File: src/rtl/tsrch_pkg.sv
// Package: shared command codes and write kinds for the ternary lookup engine.
// Assumes a four-bit command: bit 3 marks a lookup, bits 2:0 give the operation or mask select.
package tsrch_pkg;

    localparam int CMD_W = 4;

    typedef enum logic [2:0] {
        OP_NOP     = 3'd0,
        OP_WR_DATA = 3'd1,
        OP_WR_CARE = 3'd2,
        OP_WR_GMR  = 3'd3,
        OP_WR_CTRL = 3'd4,
        OP_DROP    = 3'd5,
        OP_RD_DATA = 3'd6,
        OP_RD_CARE = 3'd7
    } op_t;

    typedef enum logic [1:0] {
        WK_DATA = 2'd0,
        WK_CARE = 2'd1,
        WK_DROP = 2'd2,
        WK_NONE = 2'd3
    } wr_kind_t;

endpackage

File: src/rtl/tsrch_entry_array.sv
// Entry store: data word, care mask and valid flag per entry, with a parallel ternary compare.
// Assumes writes arrive already decoded. The compare inputs come from the request stage
// registers, so the hit vector is stable for a whole cycle.
module tsrch_entry_array
    import tsrch_pkg::*;
#(
    parameter int ENTRIES = 16,
    parameter int KEY_W   = 16,
    parameter int IDX_W   = $clog2(ENTRIES)
) (
    input  logic               clk,
    input  logic               rst_n,
    input  logic               wr_en,
    input  wr_kind_t           wr_kind,
    input  logic [IDX_W-1:0]   wr_addr,
    input  logic [KEY_W-1:0]   wr_word,
    input  logic [KEY_W-1:0]   cmp_key,
    input  logic [KEY_W-1:0]   cmp_gmask,
    output logic [ENTRIES-1:0] hit_vec,
    input  logic [IDX_W-1:0]   rd_addr,
    input  logic               rd_care_sel,
    output logic [KEY_W-1:0]   rd_word
);

    logic [KEY_W-1:0]   data_q [ENTRIES];
    logic [KEY_W-1:0]   care_q [ENTRIES];
    logic [ENTRIES-1:0] valid_q;

    // Purpose: reset the store, then apply one decoded write per cycle.
    always_ff @(posedge clk) begin
        if (!rst_n) begin
            for (int i = 0; i < ENTRIES; i++) begin
                data_q[i] <= '0;
                care_q[i] <= '1;
            end
            valid_q <= '0;
        end else if (wr_en) begin
            case (wr_kind)
                WK_DATA: begin
                    data_q[wr_addr]  <= wr_word;
                    valid_q[wr_addr] <= 1'b1;
                end
                WK_CARE: care_q[wr_addr]  <= wr_word;
                WK_DROP: valid_q[wr_addr] <= 1'b0;
                default: ;
            endcase
        end
    end

    // Purpose: one ternary comparator per entry; a bit counts only where care and global mask are both 1.
    for (genvar g = 0; g < ENTRIES; g++) begin : g_cmp
        assign hit_vec[g] = valid_q[g] & ~|((cmp_key ^ data_q[g]) & care_q[g] & cmp_gmask);
    end

    // Purpose: readback mux for the data word or the care mask.
    always_comb begin
        rd_word = rd_care_sel ? care_q[rd_addr] : data_q[rd_addr];
    end

    AST_DATA_WRITE_VALIDATES: assert property (@(posedge clk) disable iff (!rst_n)
        (wr_en && wr_kind == WK_DATA) |=> valid_q[$past(wr_addr)]);
    AST_DROP_INVALIDATES: assert property (@(posedge clk) disable iff (!rst_n)
        (wr_en && wr_kind == WK_DROP) |=> !hit_vec[$past(wr_addr)]);

endmodule

File: src/rtl/tsrch_prio_enc.sv
// Priority encoder: reports whether any hit exists and the binary index of the lowest set bit.
// Assumes N fits in IW bits. The logic is purely combinational.
module tsrch_prio_enc #(
    parameter int N  = 16,
    parameter int IW = $clog2(N)
) (
    input  logic [N-1:0]  hits,
    output logic          found,
    output logic [IW-1:0] idx
);

    logic [N-1:0] below_mask;

    // Purpose: scan from the top so that the lowest set bit is assigned last and wins.
    always_comb begin
        found = |hits;
        idx   = '0;
        for (int i = N - 1; i >= 0; i--) begin
            if (hits[i]) idx = IW'(i);
        end
    end

    // Purpose: mask of the positions below the chosen index, used only by the check below.
    always_comb begin
        below_mask = (N'(1) << idx) - N'(1);
    end

    // Purpose: the chosen position must be set and no lower position may be set.
    always_comb begin
        if (found) begin
            AST_LOWEST_WINS: assert (hits[idx] && ((hits & below_mask) == '0));
        end
    end

endmodule

File: src/rtl/tsrch_cmd_decode.sv
// Command decoder and request stage: turns a strobed command into entry writes, global mask
// loads and enable updates, and registers lookup and read requests for the following cycle.
// Assumes GMR_COUNT is at most 8 and that GSEL_W is not wider than IDX_W.
module tsrch_cmd_decode
    import tsrch_pkg::*;
#(
    parameter int KEY_W     = 16,
    parameter int IDX_W     = 4,
    parameter int GMR_COUNT = 4,
    localparam int BUS_W    = KEY_W + IDX_W,
    localparam int GSEL_W   = (GMR_COUNT > 1) ? $clog2(GMR_COUNT) : 1
) (
    input  logic             clk,
    input  logic             rst_n,
    input  logic             strobe,
    input  logic [CMD_W-1:0] cmd,
    input  logic [BUS_W-1:0] bus,
    output logic             wr_en,
    output wr_kind_t         wr_kind,
    output logic [IDX_W-1:0] wr_addr,
    output logic [KEY_W-1:0] wr_word,
    output logic             st_lookup_q,
    output logic             st_read_q,
    output logic             st_rd_care_q,
    output logic [IDX_W-1:0] st_addr_q,
    output logic [KEY_W-1:0] st_key_q,
    output logic [KEY_W-1:0] st_gmask_q
);

    logic [KEY_W-1:0]  gmr_q [GMR_COUNT];
    logic              en_q;
    op_t               op;
    logic              is_lookup;
    logic              is_plain;
    logic              is_read;
    logic              gmr_wr;
    logic [GSEL_W-1:0] lk_sel;
    logic [GSEL_W-1:0] gmr_wr_sel;
    logic [KEY_W-1:0]  sel_gmask;

    // Purpose: split the command and bus into fields and decode the operation.
    always_comb begin
        op         = op_t'(cmd[2:0]);
        is_lookup  = strobe & cmd[3];
        is_plain   = strobe & ~cmd[3];
        is_read    = is_plain & ((op == OP_RD_DATA) | (op == OP_RD_CARE));
        gmr_wr     = is_plain & (op == OP_WR_GMR);
        wr_addr    = bus[KEY_W +: IDX_W];
        wr_word    = bus[KEY_W-1:0];
        lk_sel     = cmd[GSEL_W-1:0];
        gmr_wr_sel = wr_addr[GSEL_W-1:0];
        wr_en      = 1'b0;
        wr_kind    = WK_NONE;
        if (is_plain) begin
            case (op)
                OP_WR_DATA: begin wr_en = 1'b1; wr_kind = WK_DATA; end
                OP_WR_CARE: begin wr_en = 1'b1; wr_kind = WK_CARE; end
                OP_DROP:    begin wr_en = 1'b1; wr_kind = WK_DROP; end
                default: ;
            endcase
        end
    end

    // Purpose: pick the global mask register named by the lookup command (all ones if out of range).
    always_comb begin
        sel_gmask = '1;
        for (int i = 0; i < GMR_COUNT; i++) begin
            if (lk_sel == GSEL_W'(i)) sel_gmask = gmr_q[i];
        end
    end

    // Purpose: one register per global mask, loaded by its own write command.
    for (genvar g = 0; g < GMR_COUNT; g++) begin : g_gmr
        always_ff @(posedge clk) begin
            if (!rst_n) begin
                gmr_q[g] <= '1;
            end else if (gmr_wr && gmr_wr_sel == GSEL_W'(g)) begin
                gmr_q[g] <= wr_word;
            end
        end
    end

    // Purpose: the engine enable bit, cleared by reset and written by the control command.
    always_ff @(posedge clk) begin
        if (!rst_n) begin
            en_q <= 1'b0;
        end else if (is_plain && op == OP_WR_CTRL) begin
            en_q <= wr_word[0];
        end
    end

    // Purpose: request stage holding lookup and read operands for the compare cycle.
    always_ff @(posedge clk) begin
        if (!rst_n) begin
            st_lookup_q  <= 1'b0;
            st_read_q    <= 1'b0;
            st_rd_care_q <= 1'b0;
            st_addr_q    <= '0;
            st_key_q     <= '0;
            st_gmask_q   <= '1;
        end else begin
            st_lookup_q <= is_lookup & en_q;
            st_read_q   <= is_read;
            if (is_read) begin
                st_addr_q    <= wr_addr;
                st_rd_care_q <= (op == OP_RD_CARE);
            end
            if (is_lookup) begin
                st_key_q   <= wr_word;
                st_gmask_q <= sel_gmask;
            end
        end
    end

    AST_LOOKUP_NEEDS_ENABLE: assert property (@(posedge clk) disable iff (!rst_n)
        st_lookup_q |-> $past(en_q));
    AST_STAGE_FROM_STROBE: assert property (@(posedge clk) disable iff (!rst_n)
        (st_lookup_q || st_read_q) |-> $past(strobe));

endmodule

File: src/rtl/tsrch_engine.sv
// Top level of the cascadable ternary lookup engine: decoder, entry store, priority
// encoder and result stage. Results are registered two cycles after the strobe. The local
// hit is presented combinationally on the match output in the cycle between.
// Assumes the match input already combines every upstream engine's match output.
module tsrch_engine
    import tsrch_pkg::*;
#(
    parameter int ENTRIES   = 16,
    parameter int KEY_W     = 16,
    parameter int GMR_COUNT = 4,
    localparam int IDX_W    = $clog2(ENTRIES),
    localparam int BUS_W    = KEY_W + IDX_W
) (
    input  logic             clk,
    input  logic             rst_n,
    input  logic             req_strobe_i,
    input  logic [3:0]       req_cmd_i,
    input  logic [BUS_W-1:0] req_bus_i,
    input  logic             match_in_i,
    output logic [IDX_W-1:0] idx_o,
    output logic             hit_o,
    output logic             lk_valid_o,
    output logic             rd_ack_o,
    output logic [KEY_W-1:0] rd_data_o,
    output logic             match_out_o
);

    logic               wr_en;
    wr_kind_t           wr_kind;
    logic [IDX_W-1:0]   wr_addr;
    logic [KEY_W-1:0]   wr_word;
    logic               st_lookup_q;
    logic               st_read_q;
    logic               st_rd_care_q;
    logic [IDX_W-1:0]   st_addr_q;
    logic [KEY_W-1:0]   st_key_q;
    logic [KEY_W-1:0]   st_gmask_q;
    logic [ENTRIES-1:0] hit_vec;
    logic [KEY_W-1:0]   rd_word;
    logic               found;
    logic [IDX_W-1:0]   enc_idx;
    logic               report_hit;

    tsrch_cmd_decode #(
        .KEY_W     (KEY_W),
        .IDX_W     (IDX_W),
        .GMR_COUNT (GMR_COUNT)
    ) u_decode (
        .clk          (clk),
        .rst_n        (rst_n),
        .strobe       (req_strobe_i),
        .cmd          (req_cmd_i),
        .bus          (req_bus_i),
        .wr_en        (wr_en),
        .wr_kind      (wr_kind),
        .wr_addr      (wr_addr),
        .wr_word      (wr_word),
        .st_lookup_q  (st_lookup_q),
        .st_read_q    (st_read_q),
        .st_rd_care_q (st_rd_care_q),
        .st_addr_q    (st_addr_q),
        .st_key_q     (st_key_q),
        .st_gmask_q   (st_gmask_q)
    );

    tsrch_entry_array #(
        .ENTRIES (ENTRIES),
        .KEY_W   (KEY_W),
        .IDX_W   (IDX_W)
    ) u_array (
        .clk         (clk),
        .rst_n       (rst_n),
        .wr_en       (wr_en),
        .wr_kind     (wr_kind),
        .wr_addr     (wr_addr),
        .wr_word     (wr_word),
        .cmp_key     (st_key_q),
        .cmp_gmask   (st_gmask_q),
        .hit_vec     (hit_vec),
        .rd_addr     (st_addr_q),
        .rd_care_sel (st_rd_care_q),
        .rd_word     (rd_word)
    );

    tsrch_prio_enc #(
        .N  (ENTRIES),
        .IW (IDX_W)
    ) u_prio (
        .hits  (hit_vec),
        .found (found),
        .idx   (enc_idx)
    );

    // Purpose: local hit to the chain, and the report qualified by upstream priority.
    always_comb begin
        match_out_o = st_lookup_q & found;
        report_hit  = found & ~match_in_i;
    end

    // Purpose: result and readback stage; flags pulse and data hold until the next operation.
    always_ff @(posedge clk) begin
        if (!rst_n) begin
            lk_valid_o <= 1'b0;
            hit_o      <= 1'b0;
            idx_o      <= '0;
            rd_ack_o   <= 1'b0;
            rd_data_o  <= '0;
        end else begin
            lk_valid_o <= st_lookup_q;
            rd_ack_o   <= st_read_q;
            if (st_lookup_q) begin
                hit_o <= report_hit;
                idx_o <= report_hit ? enc_idx : '0;
            end
            if (st_read_q) begin
                rd_data_o <= rd_word;
            end
        end
    end

    AST_RESULT_AFTER_STROBE: assert property (@(posedge clk) disable iff (!rst_n)
        lk_valid_o |-> $past(req_strobe_i, 2));
    AST_READ_AFTER_STROBE: assert property (@(posedge clk) disable iff (!rst_n)
        rd_ack_o |-> $past(req_strobe_i, 2));
    AST_UPSTREAM_OVERRIDES: assert property (@(posedge clk) disable iff (!rst_n)
        lk_valid_o |-> (hit_o == ($past(match_out_o) && !$past(match_in_i))));
    AST_MISS_INDEX_ZERO: assert property (@(posedge clk) disable iff (!rst_n)
        (lk_valid_o && !hit_o) |-> (idx_o == '0));
    AST_MATCH_OUT_LEADS: assert property (@(posedge clk) disable iff (!rst_n)
        match_out_o |=> lk_valid_o);

endmodule

File: config.mk
export PLATFORM = sky130hd
export DESIGN_NAME = tsrch_engine
export DESIGN_NICKNAME = d
export VERILOG_FILES = /design/src/rtl/tsrch_pkg.sv /design/src/rtl/tsrch_entry_array.sv /design/src/rtl/tsrch_prio_enc.sv /design/src/rtl/tsrch_cmd_decode.sv /design/src/rtl/tsrch_engine.sv
export SDC_FILE = /design/constraint.sdc
export NUM_CORES = 1
export LEC_CHECK = 0
export ABC_CLOCK_PERIOD_IN_PS = 4800
export BUFFER_PORTS_ARGS = -buffer_cell sky130_fd_sc_hd__buf_4
export CAP_MARGIN = 30
export CORE_ASPECT_RATIO = 1.75
export CORE_MARGIN = 10
export CORE_UTILIZATION = 51
export DETAILED_ROUTE_END_ITERATION = 12
export PLACE_DENSITY = 0.67
export SLEW_MARGIN = 20
export SYNTH_ARGS = -nofsm -noshare
export SYNTH_HDL_FRONTEND = slang
export SYNTH_SLANG_ARGS = --single-unit
File: constraint.sdc
create_clock -name clk -period 4.8 [get_ports clk]
set_clock_uncertainty 0.2 [all_clocks]
set_input_delay 0.96 -clock clk [delete_from_list [all_inputs] [get_ports clk]]
set_output_delay 0.96 -clock clk [all_outputs]
set_load 0.005 [all_outputs]
; ---- Word-level counts from Yosys, hierarchy flattened
; Memories as Yosys holds them, arrays and structs flattened. A register that Yosys moved wholly into a read port is not among the register bits.
; Cells that the tools add are included.
[totals]
ff_bits = 79
mem_bits_rw = 576
inputBits = 28
word_cells = 225
n_memories = 3
[mem_list]
columns = name, depth, word_bits, rd, rd_ports_with_merged_regs, write_ports, line
row1 = u_array.care_q, 16, 16, 17, 1, 16, tsrch_entry_array.sv:26  ; logic [KEY_W-1:0] care_q [ENTRIES];
row2 = u_array.data_q, 16, 16, 17, 1, 16, tsrch_entry_array.sv:25  ; logic [KEY_W-1:0] data_q [ENTRIES];
row3 = u_decode.gmr_q, 4, 16, 4, 0, 4, tsrch_cmd_decode.sv:30  ; logic [KEY_W-1:0] gmr_q [GMR_COUNT];
[classes]
magnitude_cmp = 2
eq_ne = 15
mux = 64
bitwise = 81
reduce_logical = 47
[ops]
columns = op, n
row1 = $and 16x16->16, 33
row2 = $reduce_or 16->1, 19
row3 = $xor 16x16->16, 16
row4 = $mux 16, 11
row5 = $mux 4, 23
row6 = $pmux 16 s2, 1
row7 = $mux 1, 26
row8 = $and 1x1->1, 23
row9 = $logic_not 1->1, 16
row10 = $not 16->16, 1
row11 = $or 16x16->16, 1
row12 = $eq 3x3->1 const B, 4
row13 = $eq 2x2->1 const B, 5
row14 = $eq 2x1->1 const B, 3
row15 = $eq 3x2->1 const B, 2
row16 = $logic_and 1x1->1, 6
row17 = $logic_not 2->1, 3
row18 = $pmux 2 s3, 1
row19 = $lt 4x5->1 const B, 1
row20 = $or 1x1->1, 5
row21 = $demux 1 s4, 1
row22 = $ge 4x1->1 const B, 1
row23 = $eq 3x1->1 const B, 1
row24 = $reduce_or 3->1, 1
row25 = other kinds (4), 5

; ---- Logic depth before layout (Yosys ltp)
; Gate-level depths: netlist (run 1).
[depth]
ltp_word = 23
depth_mapped = 10
depth_no_buf = 8

; ---- By module
; Synthesis (run 1) repeated with hierarchy kept, for this count alone.
[hier_totals]
hier_cells = 2972
hier_area_um2 = 34410.5
[modules_own_cells]
columns = module, instances, cells_per_inst, area_per_inst_um2
row1 = tsrch_entry_array, 1, 2493, 28857.7
row2 = tsrch_cmd_decode, 1, 367, 4480.5
row3 = tsrch_engine, 1, 78, 895.9
row4 = tsrch_prio_enc, 1, 34, 176.4

; ---- Worst setup path after synthesis (run 1)
; No wires, ideal clock.
[synth_path]
path_kind = input to register
from = in req_cmd_i[0]
to = mem u_decode.gmr_q[0][0], enable pin
setup_time_ns = 0.414
t_arrival_ns = 3.018
setup_slack_ns = 1.168
path_stages = 3
n_path_buf = 1
cell_sequence = clkbuf_1 nand3_1 o31ai_1
[synth_rtl]
columns = element, line
row1 = start: declaration, tsrch_engine.sv:17  ; input logic [3:0] req_cmd_i,
row2 = end: declaration, tsrch_cmd_decode.sv:30

; ---- Worst setup path after layout (run 1)
[layout_path]
from = reg u_decode.st_key_q[1]
to = out match_out_o
[layout_between]
elab_chain_cells = 8
word_cells_on_any_way = 98
classes_between = bitwise (65) / reduce/logical (33)
[layout_rtl]
columns = element, line
row1 = start: declaration, tsrch_cmd_decode.sv:26  ; output logic [KEY_W-1:0] st_key_q,
row2 = start signal: assignment, tsrch_cmd_decode.sv:109  ; st_key_q <= wr_word;
row3 = $xor 16x16->16, tsrch_entry_array.sv:52  ; assign hit_vec[g] = valid_q[g] & ~|((cmp_key ^ data_q[g]) & care_q[g] & cmp_gmask);
row4 = $and 16x16->16 (2 in series), tsrch_entry_array.sv:52
row5 = $reduce_or 16->1, tsrch_entry_array.sv:52
row6 = $logic_not 1->1, tsrch_entry_array.sv:52
row7 = $and 1x1->1, tsrch_entry_array.sv:52
row8 = $reduce_or 16->1 (*), tsrch_prio_enc.sv:16  ; found = |hits;
row9 = $and 1x1->1 (*), tsrch_engine.sv:96  ; match_out_o = st_lookup_q & found;
row10 = end: declaration, tsrch_engine.sv:25  ; output logic match_out_o
; Every way passes the cells marked *; elsewhere a longest branch is shown, timed or not.

==> reports/metrics.cfg, run 1 <==
[status]
status = finished clean

[routing]
dr.pass1.iters = 6
vias_per_cell = 6.51
wl_per_cell_um = 37.3
postRouteAntennaNets = 0
detail_route.drc_violations = 0
routed_wl_um = 136000
drt_iter0_drc = 3387
vias = 23600

[clock_network]
clk_latency_ps = 660
post_cts_buffers = 0
cts_tree = built
cts.reportedPaths.clkPinSlew_ps = 70
cts_root_buffer = clkbuf_16
htreeDepth = 2
cts_sinks = 659
ctsLongestPathBuffers = 3
cts_buffers = 60

[worst_setup_path]
start_kind = flip-flop
crit_cells = 10
cpMostUsedCell = buf_4
cpPeakStageDelay_ps = 550
critical_path_class = flip-flop to output port
worst-endpoint-arrival_ps = 3560
crit_path_end_kind = output port
path_cells = buf_6 -> xnor2_1 -> o22ai_1 -> or4_1 -> or4_4 -> nand4_1 -> nor4_1 -> buf_4 -> nor2_1 -> buf_4
path_delay_family = simple AND/OR/NAND/NOR gates
cpMaxStageDelayCell = dfxtp_1
cp_max_fo = 8
timing.critical_path.buf_inv = 3
rr_worst_depth = 9
worstPathRequired_ps = 3640

[synthesis]
synth_nets = 2703
synth.top_cells.by_area = edfxtp_1 51%, mux4_2 12%, or2_2 5.6%
ys_ff_latch = 659
ys_types = 46
yosysSeqAreaShare = 0.561
synth_edf_count = 576
synth_flop_cell = edfxtp_1
syn-cell-area_mm2 = 0.0338
ys_warn_count = 0
yosysTopAreaCell = edfxtp_1
synthArstFlopShare = 0
syn_inst = 2675
synth_top_cell_area_share = 0.511
synth.avg_cell_area_um2 = 12.6

[global_routing]
grt_max_degree = 62
grt_usage = 0.346
grt-ovfl-total = 0
grt_pass1_wl_um = 187000
antenna_found_initial = 13
first_global_vias = 23500

[die]
dieWidth_um = 215
rows = 124
core_area_mm2 = 0.0655
initial_core_util = 0.517
ios = 52
die_area_mm2 = 0.0774
die_h_um = 361

[timing]
hold_viol_final = 0
maxSlewHeadroom = 0.317
setup_viol = 0
rsz0062_at_grt = false
slew_viol_final = 0
fmax_ghz = 0.212
min_period_over_period = 0.983
tightest_slew_ps = 1020
final.min_clock_period_ps = 4720
fin_setup_tns_ps = 0

[cells_and_area]
drive_above_1_share = 0.288
num-nets-final = 2720
fillers = 5435
postLayoutCellArea_mm2 = 0.0374
syn_to_final_growth_pct = 10.5

[power_and_ir_drop]
p_per_area_mw_per_mm2 = 350
peakVddDrop_mv = 0.376
power.leakage_nw = 12.9

[hold_path]
hp-class = flip-flop to flip-flop
min_path_cells = 2

[placement]
port_buffers = 51
hpwl_um = 98900
placed_area_mm2 = 0.0353
gpl.final_weighted_congestion = 1.05

[job]
drv_cap = 0

power breakdown:
group          total, W  switching [W]  leakage, nW  internal [W]
clock network   0.00493        0.00224        0.959       0.00269
registers       0.00680       0.000305         6.34       0.00650
logic           0.00135       0.000879         5.56      0.000471
worst reg2reg max path, cell delays in order (launching register included):
cell and delay [ps]:
dfxtp_1 550, buf_6 290, xnor2_1 230, o22ai_1 150
or4_1 430, or4_4 500, nor2b_4 160, a311oi_2 370
o22a_1 320, a41o_1 200
kinds of logic (layout without fill, tap and decap cells):
logic type	after synthesis	in the layout	synth area share
simple gates	1187	1187	0.191
other cells	0	7	0
buf+inv	231	298	0.0313
mux	198	198	0.124
compound gates	144	144	0.0262
xor+xnor	256	256	0.0670
flops	659	659	0.561
cells in the mapped netlist, drive strengths merged (12+ instances only):
cell,count
nand4,21
nor3,17
nor2,39
a211oi,16
edfxtp,576
or4,33
nand3,167
or2,304
a21oi,34
mux2i,22
o21ai,21
mux4,176
o22ai,64
and2,261
nand2b,44
nor2b,12
nand2,281
xor2,112
buf,58
dfxtp,83
xnor2,144
clkbuf,169
metal layers:
layer,vias to the layer above,track usage,share of wire
met5,-,0,0.00031
met4,6,0.289,0.10
met3,456,0.0576,0.087
met2,1669,0.574,0.48
met1,11900,0.388,0.33
li1,9607,-,-
per-stage QoR:
stage	setup WS [ps]	instances	hold WS [ps]	util	power (W)
2_1_floorplan	1170	2675	233	-	0.00749
3_3_place_gp	604	3505	242	0.539	0.00819
3_5_place_dp	638	3508	249	0.540	0.00821
4_1_cts	3.83	3620	258	0.570	0.0130
5_1_grt	5.69	3624	274	0.571	0.0133
6_report	79.8	3631	260	0.571	0.0131
path summary, 6_finish.rpt:
| check | to | start | slack [ps] |
|---|---|---|---|
| worst max-delay path | match_out_o | u_decode.st_key_q[1]$_SDFFE_PN0P_ | 80 |
| worst min-delay path | flip-flop | flip-flop | 260 |
| worst max register to register | idx_o[0]$_SDFFE_PN0P_ | u_decode.st_key_q[1]$_SDFFE_PN0P_ | 1370 |
| worst min register to register | flip-flop | flip-flop | 260 |
final cells by class:
cell class / instances / area [um2] / area share
Timing Repair Buffer: 182 / 1480 / 0.0395
Multi-Input combinational cell: 1785 / 13800 / 0.370
Sequential cell: 659 / 19000 / 0.508
Clock inverter: 28 / 248 / 0.00663
Tap cell: 882 / 1100 / 0.0295
Inverter: 4 / 15.0 / 0.000402
Antenna cell: 7 / 17.5 / 0.000469
Clock buffer: 84 / 1700 / 0.0455
layout by cell type, fill, tap and decap left out, types with 61 or more instances in the layout:
master,count
and2_1,259
buf_4,169
clkbuf_16,61
dfxtp_1,66
edfxtp_1,576
mux4_2,176
nand2_1,281
nand3_1,167
o22ai_1,64
or2_2,304
xnor2_1,141
xor2_1,112
sequential cells by signal, indices dropped and copies added, names as in the netlist, 4 cells and up, named ones only:
register / flops
u_decode.gmr_q: 64
u_array.data_q: 256
u_decode.st_key_q: 16
u_decode.st_gmask_q: 16
u_array.care_q: 256
idx_o: 4
rd_data_o: 16
u_decode.st_addr_q: 4
repair_timing:
action	in CTS	in global routing
resized for setup	5	11
pin swaps	0	1
setup endpoints to repair	1	1
hold buffers	0	0
Note: power is estimated with default switching activity, not from simulation.
==> run 2, diff against run 1 <==
--- a/config.mk
+++ b/config.mk
@@ -10,9 +10,9 @@
 export CAP_MARGIN = 30
 export CORE_ASPECT_RATIO = 1.75
 export CORE_MARGIN = 10
-export CORE_UTILIZATION = 51
+export CORE_UTILIZATION = 69
 export DETAILED_ROUTE_END_ITERATION = 12
-export PLACE_DENSITY = 0.67
+export PLACE_DENSITY = 0.86
 export SLEW_MARGIN = 20
 export SYNTH_ARGS = -nofsm -noshare
 export SYNTH_HDL_FRONTEND = slang
==> reports/metrics.cfg, run 2 (same netlist as run 1, synthesis figures left out) <==
[status]
status = finished clean  ; unchanged

[clock_network]
ctsHoldBuffers = 0  ; unchanged
cts_sinks = 659  ; unchanged
cts_buffers = 57  ; was 60
post_cts_buffers = 0  ; unchanged
cts.reportedPaths.clkPinSlew_ps = 70  ; about the same
htreeDepth = 2  ; unchanged
clk_latency_ps = 650  ; was 660 ps
ctsLongestPathBuffers = 3  ; unchanged
cts_root_buffer = clkbuf_16  ; unchanged
cts_tree = built  ; unchanged

[timing]
final.min_clock_period_ps = 4740  ; was 4720 ps
min_period_over_period = 0.987  ; was 0.983
hold_viol_final = 0  ; unchanged
slew_viol_final = 0  ; unchanged
setup_viol = 0  ; unchanged
tightest_slew_ps = 972  ; was 1020 ps
maxSlewHeadroom = 0.350  ; was 0.317
fmax_ghz = 0.211  ; was 0.212 GHz
fin_setup_tns_ps = 0  ; unchanged
rsz0062_at_grt = false  ; unchanged

[placement]
gpl.final_weighted_congestion = 1.10  ; was 1.05
port_buffers = 51  ; unchanged
placed_area_mm2 = 0.0350  ; was 0.0353 mm2
hpwl_um = 89000  ; was 98900 um

[die]
die_area_mm2 = 0.0586  ; was 0.0774 mm2
core_area_mm2 = 0.0486  ; was 0.0655 mm2
rows = 107  ; was 124
initial_core_util = 0.696  ; was 0.517
dieWidth_um = 187  ; was 215 um
die_h_um = 313  ; was 361 um
ios = 52  ; unchanged

[power_and_ir_drop]
finalPower_w = 0.0131  ; about the same
peakVddDrop_mv = 0.435  ; was 0.376 mV
power.leakage_nw = 12.8  ; was 12.9 nW
p_per_area_mw_per_mm2 = 353  ; was 350 mW/mm2

[cells_and_area]
postLayoutCellArea_mm2 = 0.0371  ; was 0.0374 mm2
syn_to_final_growth_pct = 9.55  ; was 10.5%
largest_registers = u_array.care_q x256, u_array.data_q x256, u_decode.gmr_q x64  ; unchanged
final_common_cell = edfxtp_1  ; unchanged
drive_above_1_share = 0.285  ; was 0.288
num-nets-final = 2701  ; was 2720
mostFrequentLayoutCells = 576 x edfxtp_1, 304 x or2_2, 281 x nand2_1, 259 x and2_1, 176 x mux4_2  ; unchanged

[routing]
detail_route.drc_violations = 0  ; unchanged
routed_wl_um = 126000  ; was 136000 um
drt_iter0_drc = 3811  ; was 3387
postRouteAntennaNets = 0  ; unchanged
vias = 24500  ; was 23600
wl_per_cell_um = 37.3  ; about the same
vias_per_cell = 7.24  ; was 6.51
dr.pass1.iters = 9  ; was 6

[worst_setup_path]
critical_path_class = flip-flop to output port  ; unchanged
path_delay_family = simple AND/OR/NAND/NOR gates  ; unchanged
start_kind = flip-flop  ; unchanged
timing.critical_path.buf_inv = 2  ; was 3
crit_path_end_kind = output port  ; unchanged
rr_startpoint = u_decode.st_key_q[5]$_SDFFE_PN0P_  ; was u_decode.st_key_q[1]$_SDFFE_PN0P_
cpMaxStageDelayCell = dfxtp_1  ; unchanged
cp-startpoint = u_decode.st_gmask_q[6]$_SDFFE_PN1P_  ; was u_decode.st_key_q[1]$_SDFFE_PN0P_
worst-endpoint-arrival_ps = 3580  ; was 3560 ps
cp_max_fo = 10  ; was 8
cpPeakStageDelay_ps = 940  ; was 550 ps
worstPathRequired_ps = 3640  ; about the same
path_cells = nand2_1 -> o22ai_1 -> or4_1 -> or4_1 -> nand4_1 -> nor4_2 -> buf_4 -> nor2_1 -> buf_4  ; was buf_6 -> xnor2_1 -> o22ai_1 -> or4_1 -> or4_4 -> nand4_1 -> nor4_1 -> buf_4 -> nor2_1 -> buf_4

[global_routing]
grt-busiest-layer = met2  ; unchanged
met2_usage = 0.670  ; was 0.574
grt_max_degree = 66  ; was 62
grt-ovfl-total = 0  ; unchanged
met1_usage = 0.477  ; was 0.388
first_global_vias = 24200  ; was 23500
grt_pass1_wl_um = 176000  ; was 187000 um
grtUsageMet3 = 0.108  ; was 0.0576
antenna_found_initial = 13  ; unchanged
grt_usage = 0.426  ; was 0.346

[hold_path]
hp-class = flip-flop to flip-flop  ; unchanged

[job]
drv_cap = 0  ; unchanged

## run 2: cell types whose count changed in the layout (fill, tap and decap cells not counted), sizes merged
cell and delta:
clkinv +5, clkbuf -18, bufinv +4, clkinvlp +5
buf -16, diode +1
## run 2: metal layers
layer	wire length, um	vias to the layer above
met5	111	-
met4	13900	16
met3	16900	664
met2	58600	2370
met1	36800	11900
li1	-	9568
## run 2: cell type report
| cell class | instances | area [um2] |
|---|---|---|
| fillers | 2970 | 11500 |
| well taps | 654 | 818 |
| diodes | 8 | 20.0 |
| inverters | 4 | 15.0 |
| repair buffers | 166 | 1400 |
| clock inverters | 42 | 467 |
| flip-flops and latches | 659 | 19000 |
| clock buffers | 66 | 1520 |
| multi-input cells | 1785 | 13800 |
## run 2: power breakdown
part           total [W]  leakage [nW]  switching, W  internal (W)
sequential       0.00679          6.33      0.000291       0.00649
clock            0.00497         0.960       0.00225       0.00273
combinational    0.00133          5.49      0.000860      0.000470
## run 2: worst paths after layout
kind	depth (start not counted)	slack (ps)	to
worst max register to register	8	1320	idx_o[1]$_SDFFE_PN0P_
worst min-delay path	2	260	flip-flop
worst max-delay path	9	60	match_out_o
worst min register to register	2	260	flip-flop
## run 2: timing repair
action | 4_1_cts | 5_1_grt
setup endpoints to repair | 1 | 1
gates resized for setup | 7 | 7
gates cloned | 0 | 0
## run 2: stage by stage
| step | setup WS [ps] | std cells | util | hold slack (ps) |
|---|---|---|---|---|
| 3_5_place_dp | 561 | 3265 | 0.720 | 244 |
| 2_1_floorplan | 1170 | 2675 | - | 233 |
| 4_1_cts | 14.7 | 3373 | 0.761 | 255 |
| 6_report | 62.9 | 3384 | 0.762 | 259 |
| 3_3_place_gp | 384 | 3258 | 0.717 | 244 |
| 5_1_grt | 22.5 | 3376 | 0.762 | 276 |
## run 2: worst reg2reg max path: stages (launching register included)
cell	delay (ps)
dfxtp_1	660
buf_4	270
xnor2_1	150
o22ai_1	90
or4_1	520
or4_4	500
a311oi_1	490
o21bai_1	230
a32o_1	250
